## src/rtl/sar_pkg.sv

```systemverilog
package sar_pkg;
  localparam int CODE_W = 12;
  localparam int WORD_W = 16;
  localparam int DATA_W = 8;
  localparam int ADDR_W = 2;
  localparam int CNT_W  = $clog2(CODE_W + 1);

  // control byte bit positions
  localparam int B_BUSY = 0;
  localparam int B_DONE = 1;
  localparam int B_JUST = 2;
  localparam int B_MODE = 3;
  localparam int B_RES  = 5;
  localparam int B_DIFF = 7;

  localparam logic [ADDR_W-1:0] A_CTRL = 2'd0;
  localparam logic [ADDR_W-1:0] A_HIGH = 2'd1;
  localparam logic [ADDR_W-1:0] A_LOW  = 2'd2;

  typedef struct packed {
    logic       diff;
    logic [1:0] res;
    logic       just;
  } run_cfg_t;

  function automatic logic [CNT_W-1:0] res_bits(input logic [1:0] sel);
    case (sel)
      2'b00:   return CNT_W'(8);
      2'b01:   return CNT_W'(10);
      default: return CNT_W'(12);
    endcase
  endfunction

  function automatic logic [CODE_W-1:0] lsb_mask(input logic [1:0] sel);
    return CODE_W'(1) << (CODE_W - int'(res_bits(sel)));
  endfunction

  // code12 holds the n resolved bits MSB-aligned, zeros below
  function automatic logic [WORD_W-1:0] pack_result(input logic [CODE_W-1:0] code12,
                                                   input run_cfg_t cfg);
    logic [CODE_W-1:0] c;
    logic [WORD_W-1:0] w;
    int sh;
    c = code12;
    if (cfg.diff) c[CODE_W-1] = ~c[CODE_W-1];
    w  = {c, {(WORD_W-CODE_W){1'b0}}};
    sh = WORD_W - int'(res_bits(cfg.res));
    if (cfg.just)      return w;
    else if (cfg.diff) return WORD_W'($signed(w) >>> sh);
    else               return w >> sh;
  endfunction
endpackage

```

## src/rtl/sar_regs.sv

```systemverilog
module sar_regs
  import sar_pkg::*;
(
  input  logic              clk,
  input  logic              rst_n,
  input  logic              wr_en,
  input  logic [ADDR_W-1:0] wr_addr,
  input  logic [DATA_W-1:0] wr_data,
  input  logic              busy,
  input  logic              conv_done,
  output logic              start_pulse,
  output logic              done_clr,
  output logic              done_q,
  output run_cfg_t          run_cfg,
  output logic [DATA_W-1:0] ctrl_byte
);
  logic       just_q, diff_q;
  logic [1:0] mode_q, res_q;
  logic       ctrl_wr;

  assign ctrl_wr     = wr_en && (wr_addr == A_CTRL);
  assign start_pulse = ctrl_wr && wr_data[B_BUSY] &&
                       (wr_data[B_MODE+1:B_MODE] == 2'b00) && !busy;
  assign done_clr    = start_pulse || (ctrl_wr && !wr_data[B_DONE]);

  always_ff @(posedge clk or negedge rst_n) begin
    if (!rst_n) begin
      just_q  <= 1'b0;
      diff_q  <= 1'b0;
      mode_q  <= 2'b00;
      res_q   <= 2'b00;
      done_q  <= 1'b0;
      run_cfg <= '0;
    end else begin
      if (ctrl_wr) begin
        just_q <= wr_data[B_JUST];
        mode_q <= wr_data[B_MODE+1:B_MODE];
        res_q  <= wr_data[B_RES+1:B_RES];
        diff_q <= wr_data[B_DIFF];
      end
      if (conv_done)     done_q <= 1'b1;
      else if (done_clr) done_q <= 1'b0;
      if (start_pulse) begin
        run_cfg.diff <= wr_data[B_DIFF];
        run_cfg.res  <= wr_data[B_RES+1:B_RES];
        run_cfg.just <= wr_data[B_JUST];
      end
    end
  end

  assign ctrl_byte = {diff_q, res_q, mode_q, just_q, done_q, busy};
endmodule

```

## src/rtl/sar_seq.sv

```systemverilog
module sar_seq
  import sar_pkg::*;
(
  input  logic              clk,
  input  logic              rst_n,
  input  logic              start_pulse,
  input  logic [1:0]        res_sel,
  input  logic              cmp_i,
  output logic              busy,
  output logic              conv_done,
  output logic [CODE_W-1:0] trial_code,
  output logic [CODE_W-1:0] final_code
);
  localparam logic [CODE_W-1:0] MSB_BIT = CODE_W'(1) << (CODE_W - 1);

  logic [CODE_W-1:0] bit_q;
  logic [CODE_W-1:0] resolved;

  // keep the bit under test only if the input is at or above the trial level
  assign resolved   = cmp_i ? trial_code : (trial_code & ~bit_q);
  assign conv_done  = busy && (bit_q == lsb_mask(res_sel));
  assign final_code = resolved;

  always_ff @(posedge clk or negedge rst_n) begin
    if (!rst_n) begin
      busy       <= 1'b0;
      bit_q      <= '0;
      trial_code <= '0;
    end else if (start_pulse) begin
      busy       <= 1'b1;
      bit_q      <= MSB_BIT;
      trial_code <= MSB_BIT;
    end else if (busy) begin
      if (conv_done) begin
        busy       <= 1'b0;
        bit_q      <= '0;
        trial_code <= resolved;
      end else begin
        bit_q      <= bit_q >> 1;
        trial_code <= resolved | (bit_q >> 1);
      end
    end
  end
endmodule

```

## src/rtl/sar_fmt.sv

```systemverilog
module sar_fmt
  import sar_pkg::*;
(
  input  logic              clk,
  input  logic              rst_n,
  input  logic              conv_done,
  input  logic [CODE_W-1:0] final_code,
  input  run_cfg_t          run_cfg,
  output logic [WORD_W-1:0] result_q
);
  always_ff @(posedge clk or negedge rst_n) begin
    if (!rst_n)         result_q <= '0;
    else if (conv_done) result_q <= pack_result(final_code, run_cfg);
  end
endmodule

```

## src/rtl/sar_ctrl.sv

```systemverilog
module sar_ctrl
  import sar_pkg::*;
(
  input  logic              clk,
  input  logic              rst_n,
  input  logic              wr_en,
  input  logic [ADDR_W-1:0] wr_addr,
  input  logic [DATA_W-1:0] wr_data,
  input  logic [ADDR_W-1:0] rd_addr,
  output logic [DATA_W-1:0] rd_data,
  input  logic              cmp_i,
  output logic [CODE_W-1:0] trial_code
);
  logic              start_pulse;
  logic              done_clr;
  logic              done_q;
  logic              busy;
  logic              conv_done;
  run_cfg_t          run_cfg;
  logic [DATA_W-1:0] ctrl_byte;
  logic [CODE_W-1:0] final_code;
  logic [WORD_W-1:0] result_q;

  sar_regs u_regs (
    .clk(clk), .rst_n(rst_n), .wr_en(wr_en), .wr_addr(wr_addr), .wr_data(wr_data),
    .busy(busy), .conv_done(conv_done), .start_pulse(start_pulse), .done_clr(done_clr),
    .done_q(done_q), .run_cfg(run_cfg), .ctrl_byte(ctrl_byte)
  );

  sar_seq u_seq (
    .clk(clk), .rst_n(rst_n), .start_pulse(start_pulse), .res_sel(run_cfg.res),
    .cmp_i(cmp_i), .busy(busy), .conv_done(conv_done), .trial_code(trial_code),
    .final_code(final_code)
  );

  sar_fmt u_fmt (
    .clk(clk), .rst_n(rst_n), .conv_done(conv_done), .final_code(final_code),
    .run_cfg(run_cfg), .result_q(result_q)
  );

  always_comb begin
    case (rd_addr)
      A_CTRL:  rd_data = ctrl_byte;
      A_HIGH:  rd_data = result_q[WORD_W-1:DATA_W];
      A_LOW:   rd_data = result_q[DATA_W-1:0];
      default: rd_data = '0;
    endcase
  end
endmodule

```

## config.mk

```make
export PLATFORM = sky130hd
export DESIGN_NAME = sar_ctrl
export DESIGN_NICKNAME = d
export VERILOG_FILES = /design/src/rtl/sar_pkg.sv /design/src/rtl/sar_regs.sv /design/src/rtl/sar_seq.sv /design/src/rtl/sar_fmt.sv /design/src/rtl/sar_ctrl.sv
export SDC_FILE = /design/constraint.sdc
export NUM_CORES = 1
export LEC_CHECK = 0
export BUFFER_PORTS_ARGS = -buffer_cell sky130_fd_sc_hd__clkbuf_2
export CORE_ASPECT_RATIO = 1.75
export CORE_MARGIN = 8
export CORE_UTILIZATION = 52
export DETAILED_ROUTE_END_ITERATION = 10
export GPL_ROUTABILITY_DRIVEN = 0
export PLACE_DENSITY = 0.76
export SLEW_MARGIN = 10
export SYNTH_ARGS = -nofsm -noshare
export SYNTH_HDL_FRONTEND = slang
export SYNTH_HIERARCHICAL = 1
export SYNTH_SLANG_ARGS = --single-unit
```

## constraint.sdc

```tcl
create_clock -name clk -period 1.9 [get_ports clk]
set_input_delay 0.19 -clock clk [delete_from_list [all_inputs] [get_ports clk]]
set_output_delay 0.19 -clock clk [all_outputs]
set_load 0.02 [all_outputs]
```

==> results.toml <==
[placement]
port_buffers = 35
hpwl_mm = 5.145
placed_area_sq_um = 3103

[setup_path]
arrival_ns = 1.99
crit_fanout = 5
r2r-end = "u_fmt/result_q[6]"
critical_path_class = "flop to flop"
cp-startpoint = "u_seq/bit_q[6]"
r2r_start = "u_seq/bit_q[6]"
critPathRequiredTime_ns = 2.10
ff2ff_setup_slack_ns = 0.11
endpoint = "u_fmt/result_q[6]"
worst_setup_path_start_kind = "flop"
end_kind = "flop"
r2r_cells = 7

[routing]
routedWlPerCell_um = 17.76
detail-route-antenna-nets = 0
drt_iter0_markers = 104
drc = 0
wirelength_mm = 6.875
detail_route.first_pass.iterations = 4
vias = 2280
post_drt_via_cell_ratio = 5.891

[power_and_ir_drop]
report.power.total_mw = 2.418
p_per_area_nw_per_um2 = 740.9
p_leak_nw = 1.563
peakVddDrop_uv = 559.3

[yosys]
ys_seq_elements = 52
netlist_area_sq_um = 2834
synth_flop_cell = "dfrtp_1"
seq_area_frac_synth_pct = 45.92
syn_inst = 290
synth_enable_flop_cells = 0
syn_nets = 307
avgSynthCellArea_sq_um = 9.772
async_flop_share_pct = 100.0
synth_cell_types = 49
yosys_warnings = 6

[cts]
cts.path.max_buffers = 2
tritoncts = "built"
root_buffer = "clkbuf_8"
cts_sinks = 52
clock_latency_ns = 0.30
cts_hold_buf = 0
clk_pin_slew_ns = 0.09
cts_htree_levels = 2
numCtsBuffers = 5

[grt]
grt_pass1_vias = 2304
antenna_found_initial = 0
grt_first_pass_wirelength_mm = 11.17
track_usage_pct = 17.12
grt_max_degree = 53
grt_overflow = 0

[final_layout]
fillers = 465
area_delta_synth_final_pct = 15.14
final_nets = 349
stdcell_area_sq_um = 3263
seqCellArea_sq_um = 1303
drive_above_1_share_pct = 25.60
multi_input_area_sq_um = 1335
n_antenna_cell = 0

[status]
status = "finished with violations"
failed_checks = "hold timing"

[sta]
hold_viol_final = 16
period_minus_slack_ns = 1.788
period_share_pct = 94.11
fmax_ghz = 0.5593
whs_ns = -0.008578
setup_viol = 0
drv_slew = 0
rsz0062_at_grt = "yes"
slew-limit-headroom_pct = 56.20
fin_skew_ns = 0.005916
worst_pin_slew_ns = 0.6570
tns_ns = 0

[worst_hold_path]
holdCritPathClass = "input pin to asynchronous set/reset pin"

[floorplan]
core-area_sq_um = 5255
die_area_sq_um = 8161
die_y_um = 113.7
rows = 35
die_w_um = 71.81
start_util_pct = 53.93
ios = 36

[run]
cap_viol_max_count = 0
-- per-stage QoR --
stage | util (%) | hold WS (ns) | cells | setup WS, ns
after floorplan | - | -0.1056 | 290 | 0.003803
after global placement | 59.05 | 0.3369 | 377 | 0.03855
after detailed placement | 59.05 | 0.3464 | 377 | 0.05554
after CTS | 61.50 | 0.01239 | 384 | 0.04061
after global routing | 62.10 | 0.02811 | 387 | -0.01446
final | 62.10 | -0.008578 | 387 | 0.1119
-- cells in the final DEF (no fill, tap or decap), types with 2 or more instances in the layout --
master      n
dfrtp_1    51
clkbuf_2   35
nand2_1    35
a21oi_1    24
buf_4      22
nor2_1     18
inv_1      17
a21boi_0   11
mux2i_1    10
o21ai_0     9
o2bb2ai_1   8
a211oi_1    7
nor2b_1     7
o32ai_1     7
and2b_1     6
mux2_2      6
clkbuf_8    5
nand3b_1    5
nor3b_1     4
mux2_4      4
a31oi_1     3
bufinv_16   2
o22ai_1     2
a2111oi_0   2
o21bai_1    2
nand3_1     2
o21ai_1     2
-- flip-flops by register name (all words and copies together) (netlist names) --
name	count
u_seq/busy	1
u_regs/run_cfg	4
u_seq/bit_q	12
u_regs/just_q	1
u_regs/res_q	2
u_regs/mode_q	2
u_regs/diff_q	1
u_regs/done_q	1
u_seq/trial_code	12
u_fmt/result_q	16
-- worst min-delay path by stage --
stage	start	to	slack (ns)	depth (start not counted)
after floorplan	rst_n	u_fmt/result_q[0]	-0.11	0
after global placement	rst_n	u_seq/trial_code[1]	0.34	2
after detailed placement	rst_n	u_seq/bit_q[3]	0.35	2
after CTS	rst_n	u_regs/run_cfg[1]	0.01	2
after global routing	rst_n	u_regs/run_cfg[3]	0.03	2
final	rst_n	u_seq/bit_q[3]	-0.009	2
-- synth_stat cells, drive strengths merged (5+ instances only) --
library cell  count  share of area (%)
nor2             18                2.4
a211oi            7                1.9
o32ai             7                2.2
nor3b             6                2.2
o21ai            11                1.9
clkbuf           10                1.3
a21boi           12                3.2
nand3b            5                1.3
o2bb2ai           8                2.5
inv              17                2.3
nor2b             8                2.0
nand2            36                5.0
and2b             6                1.6
mux2             10                4.5
a21oi            25                4.5
dfrtp            52                 46
buf              13                3.5
mux2i            10                3.5
-- cells by family after synthesis --
| logic type | share of synthesized area, % |
|---|---|
| muxes | 8.035 |
| and+or+nand+nor | 17.62 |
| DFF | 45.92 |
| buffers and inverters | 7.240 |
| adders and majority gates | 0.4414 |
| AOI/OAI and AO/OA | 20.75 |
-- layout make-up --
class,count,share of cell area (%)
Multi-Input combinational cell,197,40.91
Sequential cell,52,39.92
Timing Repair Buffer,58,11.04
Clock buffer,5,2.109
Tap cell,55,2.109
Inverter,18,2.071
Clock inverter,2,1.840
-- where the power goes --
part	total, mW	leakage (nW)	internal (mW)	switching [mW]
combinational	0.335	0.896	0.135	0.200
clock	0.882	0.0642	0.519	0.363
sequential	1.20	0.603	1.16	0.0410
-- layer usage --
| metal | vias up | GRT usage, % | wire length, um |
|---|---|---|---|
| met5 | - | 0 | 0 |
| met4 | 0 | 8.505 | 261 |
| met3 | 16 | 2.548 | 300 |
| met2 | 73 | 30.87 | 3726 |
| met1 | 1095 | 18.65 | 2587 |
| li1 | 1096 | - | - |
-- timing repair --
item | in CTS | in global routing
buffers inserted | 0 | 3
setup endpoints to repair | 0 | 5
resized for setup | 0 | 5
endpoints found under the hold margin | 0 | 0
-- worst max-delay path: stages, from the launching register on --
cell and delay, ns:
dfrtp_1 0.42, nor4_2 0.31, nand3_1 0.13, a21oi_2 0.14
and2_4 0.18, buf_4 0.13, o21ai_0 0.10, o32ai_1 0.28
(Power assumes the default switching activity.)
